==> src/rtl/pw_verifier.sv <==
module pw_verifier #(
  parameter int PW_W     = 24,
  parameter int CNT_W    = 8,
  parameter int SET_BITS = 3,
  localparam int SEL_W   = SET_BITS + 1
) (
  input  logic             clk,
  input  logic             rst_n,
  input  logic             start,
  input  logic [SEL_W-1:0] sel,
  input  logic [PW_W-1:0]  pw_in,
  input  logic [PW_W-1:0]  stored_pw,
  input  logic [CNT_W-1:0] stored_cnt,
  output logic [CNT_W-1:0] cnt_out,
  output logic             cnt_we,
  output logic             grant_valid,
  output logic [SEL_W-1:0] grant_sel
);

  logic             locked, match, pass;
  logic [CNT_W-1:0] next_cnt;

  assign locked   = (stored_cnt == '0);
  assign match    = (pw_in == stored_pw);
  assign pass     = !locked && match;
  assign next_cnt = locked ? '0 : (match ? '1 : {stored_cnt[CNT_W-2:0], 1'b0});

  always_ff @(posedge clk or negedge rst_n) begin
    if (!rst_n) begin
      cnt_out     <= '0;
      cnt_we      <= 1'b0;
      grant_valid <= 1'b0;
      grant_sel   <= '0;
    end else begin
      cnt_we <= start;
      if (start) begin
        cnt_out     <= next_cnt;
        grant_valid <= pass;
        grant_sel   <= pass ? sel : '0;
      end
    end
  end

  AST_PASS_FULL: assert property (@(posedge clk) disable iff (!rst_n)
    (cnt_we && grant_valid) |-> (cnt_out == {CNT_W{1'b1}}));

  AST_WRONG_SHIFT: assert property (@(posedge clk) disable iff (!rst_n)
    (start && stored_cnt != '0 && pw_in != stored_pw) |=>
      (cnt_out == {$past(stored_cnt[CNT_W-2:0]), 1'b0}));

  AST_LOCK_NO_GRANT: assert property (@(posedge clk) disable iff (!rst_n)
    (start && stored_cnt == '0) |=> (!grant_valid && cnt_out == '0));

  AST_REVOKE: assert property (@(posedge clk) disable iff (!rst_n)
    (start && (stored_cnt == '0 || pw_in != stored_pw)) |=> !grant_valid);

  AST_NO_SEL_IDLE: assert property (@(posedge clk) disable iff (!rst_n)
    !grant_valid |-> (grant_sel == '0));

  AST_GRANT_HOLD: assert property (@(posedge clk) disable iff (!rst_n)
    !start |=> ($stable(grant_valid) && $stable(grant_sel)));

  AST_GRANT_WITH_WB: assert property (@(posedge clk) disable iff (!rst_n)
    $rose(grant_valid) |-> cnt_we);

  AST_THERMO: assert property (@(posedge clk) disable iff (!rst_n)
    cnt_we |-> (((~cnt_out) & ((~cnt_out) + 1'b1)) == '0));

endmodule

==> config.mk <==
export PLATFORM = sky130hd
export DESIGN_NAME = pw_verifier
export DESIGN_NICKNAME = d
export VERILOG_FILES = /design/src/rtl/pw_verifier.sv
export SDC_FILE = /design/constraint.sdc
export NUM_CORES = 1
export LEC_CHECK = 0
export BUFFER_PORTS_ARGS = -buffer_cell sky130_fd_sc_hd__buf_2
export CORE_UTILIZATION = 33
export DETAILED_ROUTE_END_ITERATION = 12
export GPL_ROUTABILITY_DRIVEN = 0
export PLACE_DENSITY = 0.78
export SYNTH_ARGS = -nofsm -noshare
export SYNTH_HDL_FRONTEND = slang
export SYNTH_SLANG_ARGS = --single-unit
==> constraint.sdc <==
create_clock -name clk -period 0.8 [get_ports clk]
set_input_delay 0.04 -clock clk [delete_from_list [all_inputs] [get_ports clk]]
set_output_delay 0.04 -clock clk [all_outputs]
set_load 0.01 [all_outputs]
==> impl_metrics.toml <==
[worst_setup_path]
worstSetupPathType = "input pin to register"
critPathCaptureType = "register"
arrival_ps = 1170
start_kind = "input pin"
cp.required_ps = 1010
r2r_setup_slack_ps = 40
cp_max_fo = 5

[cts]
cts_max_path_buffers = 2
root_buffer = "clkbuf_4"
worstSkewPairLatency_ps = 270
path_clk_slew_ps = 70
cts_tree = "built"
cts.sinks = 13
htree_levels = 1
cts_setup_buffers = 0
numCtsBuffers = 3

[route]
remaining_drc_errors = 0
post_drt_wl_per_cell_um = 11.9
viasPerCell = 4.63
via_count = 865
antenna_left = 0
drt_iter0_drc = 6
dr.pass1.iters = 4
drt_wl_total_mm = 2.23

[timing]
hold_ws_ps = 2.06
setup_ws_ps = -157
hold_viol_final = 0
worst_pin_slew_ps = 274
clock.fmax_mhz = 1040
slew_viol_final = 0
slew_headroom_pct = 81.6
setup_viol = 26
final.min_clock_period_ps = 957
rsz0062_at_grt = "yes"
finalSetupTns_ps = -1930
min_period_over_period_pct = 120
finClkSkew_ps = 0

[cells_and_area]
layout_commonest_cell = "buf_2"
layout_common_cells = "buf_2 (63), xor2_1 (17), dfrtp_1 (13), buf_6 (13)"
diodes = 0
num-fill-cells = 213
drive_above_1_share_pct = 65.6
nets = 221
area_growth_syn_to_layout_pct = 72.6
instances_no_fill = 187

[outcome]
violations = "setup timing"
outcome = "finished with violations"

[yosys]
yosys_register_bits = 13
syn-cell-area_sq_um = 865
syn_nets = 138
yosysUniqueCellTypes = 17
syn_inst = 75
synth-seq-area-share_pct = 37.6
syn_avg_cell_area_sq_um = 11.5
yosys_warnings = 0

[hold_path]
hold_class = "input pin to register"

[global_routing]
grt_pass1_vias = 843
grt_pass1_wl_mm = 3.23
track_usage_pct = 16.1
gr-total-overflow = 0
grt_max_degree = 14
antenna_found_initial = 0

[power]
p_leak_nw = 0.762
power.internal_mw = 1.19
clockPowerShare_pct = 23.7
switching_power_mw = 0.484
p_comb_share_pct = 33.7
power.share.sequential_pct = 42.6
peakVddDrop_mv = 0.778
pwr_density_cell_nw_per_um2 = 1120
swShare_pct = 28.9

[floorplan]
ios = 77
die_area_sq_um = 2830
die_w_um = 53.2
core-area_sq_um = 2480
initial_core_util_pct = 34.9
rows = 18
die_h_um = 53.2

[place]
dp_cells = 180
dpl.hpwl_mm = 1.91
pre_cts_slack_ps = -547
portBuffers = 76

[run]
maxCapViolations = 0
-- state kept, by name, indices dropped and copies added, names as in the netlist --
register	count
cnt_we	1
cnt_out	8
grant_sel	4
-- power by group through the flow --
stage | registers (mW) | logic, mW | clock network (mW)
4_1_cts | 0.715 | 0.526 | 0.407
3_3_place_gp | 0.725 | 0.481 | 0
3_5_place_dp | 0.728 | 0.495 | 0
5_1_grt | 0.719 | 0.613 | 0.431
6_report | 0.714 | 0.565 | 0.397
2_1_floorplan | 0.745 | 0.209 | 0
-- layer usage --
layer	vias to the layer above	global-route usage (%)	part of all wire, %	wire, um
met4	0	5.26	1.0	23
li1	421	-	-	-
met5	-	0	0	0
met2	63	33.1	52	1170
met3	4	2.87	11	254
met1	377	15.6	35	786
-- metrics by stage --
step	utilization, %	power [mW]	cell area [sq um]
final	60.3	1.68	1490
after CTS	56.4	1.65	1400
after floorplan	-	0.954	891
after detailed placement	52.5	1.22	1300
after global placement	52.5	1.21	1300
after global routing	60.3	1.76	1490
-- kinds of logic (layout without fill, tap and decap cells) --
family | count (synthesis) | in the layout | synth area share (%)
AOI/OAI and AO/OA | 5 | 5 | 4.92
xor gates and xnor gates | 24 | 24 | 24.3
buffers and inverters | 4 | 86 | 3.04
DFF | 13 | 13 | 37.6
muxes | 7 | 7 | 8.10
and+or+nand+nor | 22 | 22 | 22.0
-- path summary, 6_finish.rpt --
| kind | startpoint | endpoint | cells after the start |
|---|---|---|---|
| setup / recovery | stored_pw[12] | grant_sel[3] | 6 |
| hold / removal | sel[2] | grant_sel[2] | 2 |
| setup reg to reg | cnt_out[4] | cnt_out[4] | 2 |
| hold reg to reg | cnt_out[0] | cnt_out[0] | 1 |
| max in group asynchronous | rst_n | grant_sel[1] | 2 |
| min in group asynchronous | rst_n | grant_sel[0] | 2 |
-- cells in the mapped netlist --
master     n  area, sq um
nand4_1    4         25.0
or2_1      1         6.26
a22o_1     4         35.0
dfrtp_1   13          325
mux2i_1    7         70.1
buf_4      1         7.51
xor2_1    24          210
nor4_4     2         42.5
nand2_2    7         43.8
clkbuf_1   1         3.75
inv_1      1         3.75
buf_6      1         11.3
nor2_2     1         6.26
nor4_2     4         50.1
nor4_1     2         12.5
nand2_1    1         3.75
a21o_1     1         7.51
-- cell type report --
type	count	area [sq um]	share of cell area (%)
inverter	1	3.75	0.251
clock buffer	4	26.3	1.76
multi-input combinational	58	593	39.7
sequential	13	325	21.8
tap	30	37.5	2.51
timing repair buffer	81	507	33.9
-- critical path, cell delays in order --
cell     delay (ps)
buf_6            90
xor2_1          160
nor4_2          330
nand4_1         190
nor2_4          200
a22o_1          160
-- repair_timing --
item / in CTS / in global routing
endpoints found under the hold margin: 15 / 0
endpoints found under the setup margin: 26 / 26
pin swaps: 14 / 16
hold buffers: 3 / 0
gates resized for setup: 7 / 15
No activity file was read; power rests on OpenSTA's default activity.
